File: src/rtl/cwf_pkg.sv
package cwf_pkg;

  typedef enum logic [1:0] {
    ST_IDLE = 2'd0,
    ST_FILL = 2'd1,
    ST_DONE = 2'd2
  } fill_st_e;

  // slot reached after 'step' beats from the missed slot; words is a power of two
  function automatic int unsigned wrap_slot(int unsigned crit, int unsigned step,
                                            int unsigned words);
    return (crit + step) & (words - 1);
  endfunction

endpackage

File: src/rtl/cwf_addr_gen.sv
module cwf_addr_gen #(
  parameter int ADDR_W = 32,
  parameter int WORDS  = 4
) (
  input  logic              clk,
  input  logic              rst_n,
  input  logic              start,
  input  logic [ADDR_W-1:0] start_addr,
  input  logic              req_ready,
  output logic              req_valid,
  output logic [ADDR_W-1:0] req_addr
);
  localparam int IDX_W = $clog2(WORDS);
  localparam int CNT_W = IDX_W + 1;

  logic [ADDR_W-IDX_W-1:0] base_q;
  logic [IDX_W-1:0]        crit_q;
  logic [CNT_W-1:0]        sent_q;
  logic [IDX_W-1:0]        slot;
  logic                    req_fire;

  assign req_valid = (sent_q != CNT_W'(WORDS));
  assign req_fire  = req_valid && req_ready;
  assign slot      = IDX_W'(cwf_pkg::wrap_slot(int'(crit_q), int'(sent_q), WORDS));
  assign req_addr  = {base_q, slot};

  always_ff @(posedge clk or negedge rst_n) begin
    if (!rst_n) begin
      base_q <= '0;
      crit_q <= '0;
      sent_q <= CNT_W'(WORDS);
    end else if (start) begin
      base_q <= start_addr[ADDR_W-1:IDX_W];
      crit_q <= start_addr[IDX_W-1:0];
      sent_q <= '0;
    end else if (req_fire) begin
      sent_q <= sent_q + 1'b1;
    end
  end

  AST_START_AFTER_ISSUE: assert property (@(posedge clk) disable iff (!rst_n)
    start |-> !req_valid);

endmodule

File: src/rtl/cwf_line_asm.sv
module cwf_line_asm #(
  parameter int DATA_W = 64,
  parameter int WORDS  = 4
) (
  input  logic                      clk,
  input  logic                      rst_n,
  input  logic                      clear,
  input  logic                      wr_en,
  input  logic [$clog2(WORDS)-1:0]  wr_idx,
  input  logic [DATA_W-1:0]         wr_data,
  input  logic [$clog2(WORDS)-1:0]  rd_word,
  output logic                      rd_hit,
  output logic [DATA_W-1:0]         rd_data,
  output logic [WORDS-1:0]          arrived,
  output logic [WORDS*DATA_W-1:0]   line_flat
);
  localparam int IDX_W = $clog2(WORDS);

  for (genvar s = 0; s < WORDS; s++) begin : g_slot
    logic [DATA_W-1:0] word_q;
    logic              got_q;
    logic              hit_s;

    assign hit_s = wr_en && (wr_idx == IDX_W'(s));

    always_ff @(posedge clk or negedge rst_n) begin
      if (!rst_n) begin
        word_q <= '0;
        got_q  <= 1'b0;
      end else if (clear) begin
        got_q  <= 1'b0;
      end else if (hit_s) begin
        word_q <= wr_data;
        got_q  <= 1'b1;
      end
    end

    assign arrived[s]                    = got_q;
    assign line_flat[s*DATA_W +: DATA_W] = word_q;
  end

  assign rd_hit  = arrived[rd_word];
  assign rd_data = line_flat[rd_word*DATA_W +: DATA_W];

  AST_NO_EARLY_READ: assert property (@(posedge clk) disable iff (!rst_n)
    rd_hit |-> !(wr_en && wr_idx == rd_word));

endmodule

File: src/rtl/cwf_fill_ctrl.sv
module cwf_fill_ctrl #(
  parameter int ADDR_W = 32,
  parameter int DATA_W = 64,
  parameter int WORDS  = 4
) (
  input  logic                      clk,
  input  logic                      rst_n,
  input  logic                      miss_valid,
  input  logic [ADDR_W-1:0]         miss_addr,
  output logic                      miss_ready,
  output logic                      mem_req_valid,
  output logic [ADDR_W-1:0]         mem_req_addr,
  input  logic                      mem_req_ready,
  input  logic                      mem_rsp_valid,
  input  logic [DATA_W-1:0]         mem_rsp_data,
  output logic                      restart_valid,
  output logic [DATA_W-1:0]         restart_data,
  input  logic                      rd_valid,
  input  logic [$clog2(WORDS)-1:0]  rd_word,
  output logic                      rd_ready,
  output logic [DATA_W-1:0]         rd_data,
  output logic                      line_done,
  output logic [WORDS*DATA_W-1:0]   line_data
);
  import cwf_pkg::*;

  localparam int IDX_W = $clog2(WORDS);
  localparam int CNT_W = IDX_W + 1;

  fill_st_e          state_q;
  logic [IDX_W-1:0]  crit_q;
  logic [CNT_W-1:0]  rcv_q;

  logic              miss_fire;
  logic              beat_wr;
  logic              last_beat;
  logic [IDX_W-1:0]  beat_slot;
  logic              rd_hit;
  logic [WORDS-1:0]  arrived;

  assign miss_ready = (state_q == ST_IDLE);
  assign miss_fire  = miss_valid && miss_ready;
  assign beat_wr    = (state_q == ST_FILL) && mem_rsp_valid;
  assign last_beat  = beat_wr && (rcv_q == CNT_W'(WORDS - 1));
  assign beat_slot  = IDX_W'(wrap_slot(int'(crit_q), int'(rcv_q), WORDS));

  always_ff @(posedge clk or negedge rst_n) begin
    if (!rst_n) begin
      state_q <= ST_IDLE;
      crit_q  <= '0;
      rcv_q   <= '0;
    end else begin
      case (state_q)
        ST_IDLE: if (miss_fire) begin
          state_q <= ST_FILL;
          crit_q  <= miss_addr[IDX_W-1:0];
          rcv_q   <= '0;
        end
        ST_FILL: if (beat_wr) begin
          rcv_q <= rcv_q + 1'b1;
          if (last_beat) state_q <= ST_DONE;
        end
        default: state_q <= ST_IDLE;
      endcase
    end
  end

  assign restart_valid = beat_wr && (rcv_q == '0);
  assign restart_data  = mem_rsp_data;
  assign line_done     = (state_q == ST_DONE);
  assign rd_ready      = rd_valid && rd_hit;

  cwf_addr_gen #(.ADDR_W(ADDR_W), .WORDS(WORDS)) u_agen (
    .clk        (clk),
    .rst_n      (rst_n),
    .start      (miss_fire),
    .start_addr (miss_addr),
    .req_ready  (mem_req_ready),
    .req_valid  (mem_req_valid),
    .req_addr   (mem_req_addr)
  );

  cwf_line_asm #(.DATA_W(DATA_W), .WORDS(WORDS)) u_asm (
    .clk       (clk),
    .rst_n     (rst_n),
    .clear     (miss_fire),
    .wr_en     (beat_wr),
    .wr_idx    (beat_slot),
    .wr_data   (mem_rsp_data),
    .rd_word   (rd_word),
    .rd_hit    (rd_hit),
    .rd_data   (rd_data),
    .arrived   (arrived),
    .line_flat (line_data)
  );

  AST_MISS_BLOCKED: assert property (@(posedge clk) disable iff (!rst_n)
    miss_fire |=> !miss_ready);
  AST_NO_IDLE_REQ: assert property (@(posedge clk) disable iff (!rst_n)
    miss_ready |-> !mem_req_valid);
  AST_DONE_FULL: assert property (@(posedge clk) disable iff (!rst_n)
    line_done |-> (&arrived));
  AST_DONE_SINGLE: assert property (@(posedge clk) disable iff (!rst_n)
    line_done |=> !line_done);
  AST_RESTART_SINGLE: assert property (@(posedge clk) disable iff (!rst_n)
    restart_valid |=> !restart_valid);

endmodule

File: config.mk
export PLATFORM = sky130hd
export DESIGN_NAME = cwf_fill_ctrl
export DESIGN_NICKNAME = d
export VERILOG_FILES = /design/src/rtl/cwf_pkg.sv /design/src/rtl/cwf_addr_gen.sv /design/src/rtl/cwf_line_asm.sv /design/src/rtl/cwf_fill_ctrl.sv
export SDC_FILE = /design/constraint.sdc
export NUM_CORES = 1
export LEC_CHECK = 0
export BUFFER_PORTS_ARGS = -buffer_cell sky130_fd_sc_hd__buf_2
export CAP_MARGIN = 10
export CORE_UTILIZATION = 28
export DETAILED_ROUTE_END_ITERATION = 16
export PLACE_DENSITY_LB_ADDON = 0.1
export SLEW_MARGIN = 20
export SYNTH_ARGS = -nofsm -noshare
export SYNTH_HDL_FRONTEND = slang
export SYNTH_HIERARCHICAL = 1
export SYNTH_SLANG_ARGS = --single-unit
File: constraint.sdc
create_clock -name clk -period 2.3 [get_ports clk]
set_clock_uncertainty 0.05 [all_clocks]
set_input_delay 0.115 -clock clk [delete_from_list [all_inputs] [get_ports clk]]
set_output_delay 0.115 -clock clk [all_outputs]
set_load 0.01 [all_outputs]
==> results.sh <==
export IMPL_status="finished, final reports clean"
export IMPL_finalHoldViolCount=0
export IMPL_drc=0
export IMPL_antenna_found_initial=0
export IMPL_finalCritPeriodShare_pct=96.4
export IMPL_critPathLaunchType="register"
export IMPL_nNetsFinal=1547
export IMPL_hpwl_mm=31.0
export IMPL_setup_viol=0
export IMPL_clock_sinks=302
export IMPL_end_kind="register"
export IMPL_crit_slowest_cell="dfrtp_1"
export IMPL_syn_avg_cell_area_um2=17.3
export IMPL_ant_nets=0
export IMPL_dp_cells=1965
export IMPL_tightest_slew_ns=0.700
export IMPL_coreArea_mm2=0.0504
export IMPL_fin_ws_ns=0.0833
export IMPL_crit_top_cell="xnor2_2"
export IMPL_cp_num_buf_inv=3
export IMPL_grt_usage_pct=16.7
export IMPL_grt_pass1_vias=10100
export IMPL_cts_made_buffers=37
export IMPL_die_height_um=228
export IMPL_cp_slowest_stage_delay_ns=0.38
export IMPL_layout_cells_non_filler=2133
export IMPL_htree_levels=2
export IMPL_tritoncts="built"
export IMPL_pre_cts_slack_ns=0.00380
export IMPL_drive_gt1_share_pct=68.5
export IMPL_synth_cells=828
export IMPL_total_power_mw=31.9
export IMPL_relSlewSlack_pct=53.4
export IMPL_min_period_ns=2.22
export IMPL_gp_congestion=0.757
export IMPL_dieArea_mm2=0.0521
export IMPL_holdWs_ns=0.0584
export IMPL_cp_arrival_ns=2.58
export IMPL_clock_fmax_mhz=451
export IMPL_ir_drop_mv=0.554
export IMPL_synthesis_nets=939
export IMPL_netlist_area_mm2=0.0143
export IMPL_required_ns=2.66
export IMPL_cts_root_buf="clkbuf_16"
export IMPL_clk_latency_ns=0.52
export IMPL_io_buffers=524
export IMPL_wl_mm=44.3
export IMPL_io_pins=525
export IMPL_powerDensity_mw_per_mm2=1610
export IMPL_p_leak_nw=9.38
export IMPL_vias_per_cell=4.47
export IMPL_areaGrowthSynthToFinish_pct=37.7
export IMPL_crit_chain="ha_2, xnor2_2, xnor2_2, buf_4, nor4b_4, buf_6, clkbuf_16, mux2_2"
export IMPL_dr_pass1_iters=4
export IMPL_slew_viol_final=0
export IMPL_min_path_type="primary input to asynchronous set/reset pin"
export IMPL_grt_max_degree=67
export IMPL_clk_transition_reported_paths_ns=0.05
export IMPL_drt_iter0_markers=354
export IMPL_num_rows=82
export IMPL_synth_warnings=6
export IMPL_grt_pass1_wl_mm=66.5
export IMPL_grt_ovfl_total=0
export IMPL_wl_per_cell_um=20.7
export IMPL_cts_buffer_depth=3
export IMPL_drv_cap=0
export IMPL_initial_core_util_pct=28.5
export IMPL_crit_family="buffers and inverters"
export IMPL_die_w_um=228
export IMPL_vias=9535
export IMPL_criticalPathCategory="register to register"
export IMPL_cp_max_fo=8
export IMPL_n_antenna_cell=0
sequential cells by signal, summed over array words and instances, names as in the netlist:
name / cells
crit_q: 2
u_asm/g_slot.got_q: 4
u_agen/sent_q: 3
u_agen/crit_q: 2
rcv_q: 3
u_agen/base_q: 30
state_q: 2
u_asm/g_slot.word_q: 256
through the flow:
step           setup TNS, ns  util, %  instance area (µm²)
3_3_place_gp         -0.0865     34.7                17500
3_5_place_dp               0     34.7                17500
6_report                   0     39.2                19700
4_1_cts                    0     39.0                19600
5_1_grt             -0.00976     39.2                19700
2_1_floorplan              0        -                14300
per-layer routing:
layer	global-route usage (%)	share of wire (%)
met1	22.4	45
met3	3.64	5.2
met5	0	0
met2	27.0	48
met4	4.99	2.3
cell usage in the layout (no fill, tap or decap), types with 2 or more instances in the layout:
cell / n
buf_2: 521
dfrtp_1: 301
mux2_4: 148
mux2_2: 143
dlygate4sd3_1: 100
mux4_2: 65
clkbuf_16: 40
buf_4: 34
buf_12: 19
clkbuf_1: 10
inv_1: 8
clkbuf_8: 8
ha_1: 6
clkinv_2: 6
a21oi_1: 4
nor2_1: 3
and3b_1: 3
and4b_1: 3
a211o_1: 3
xnor2_2: 2
nor2b_1: 2
and4bb_1: 2
a31oi_1: 2
bufinv_16: 2
xnor2_1: 2
nand2b_1: 2
and4bb_4: 2
nand3b_1: 2
buf_6: 2
report_power, final:
group / leakage [nW] / internal, mW / switching [mW]
combinational: 5.21 / 8.95 / 6.70
sequential: 3.59 / 8.16 / 2.35
clock: 0.581 / 3.44 / 2.27
what timing repair did:
action | 4_1_cts | 5_1_grt
setup buffers | 0 | 1
setup endpoints to repair | 0 | 76
hold buffers | 100 | 0
endpoints found under the hold margin | 551 | 0
resized for setup | 0 | 5
final cells by class:
cell class                 instances  area (µm²)
clock buffer                      55        1070
clock inverter                     9        98.8
fill                            4858       30600
inverter                           8        30.0
multi-input combinational        407        5780
sequential                       302        7560
tap                              672         841
timing repair buffer             680        4360
worst paths after layout:
path | endpoint | from | cells after the start | slack, ns
hold / removal | u_asm/g_slot[1].word_q[18] | rst_n | 2 | 0.06
hold reg to reg | u_agen/base_q[11] | u_agen/base_q[11] | 1 | 0.45
max in group asynchronous | u_agen/sent_q[2] | rst_n | 4 | 1.30
setup / recovery | u_asm/g_slot[0].word_q[61] | crit_q[0] | 8 | 0.08
setup reg to reg | u_asm/g_slot[0].word_q[61] | crit_q[0] | 8 | 0.08
min in group clk | rcv_q[2] | miss_valid | 3 | 0.11
Power figures use the tool's default switching activity.
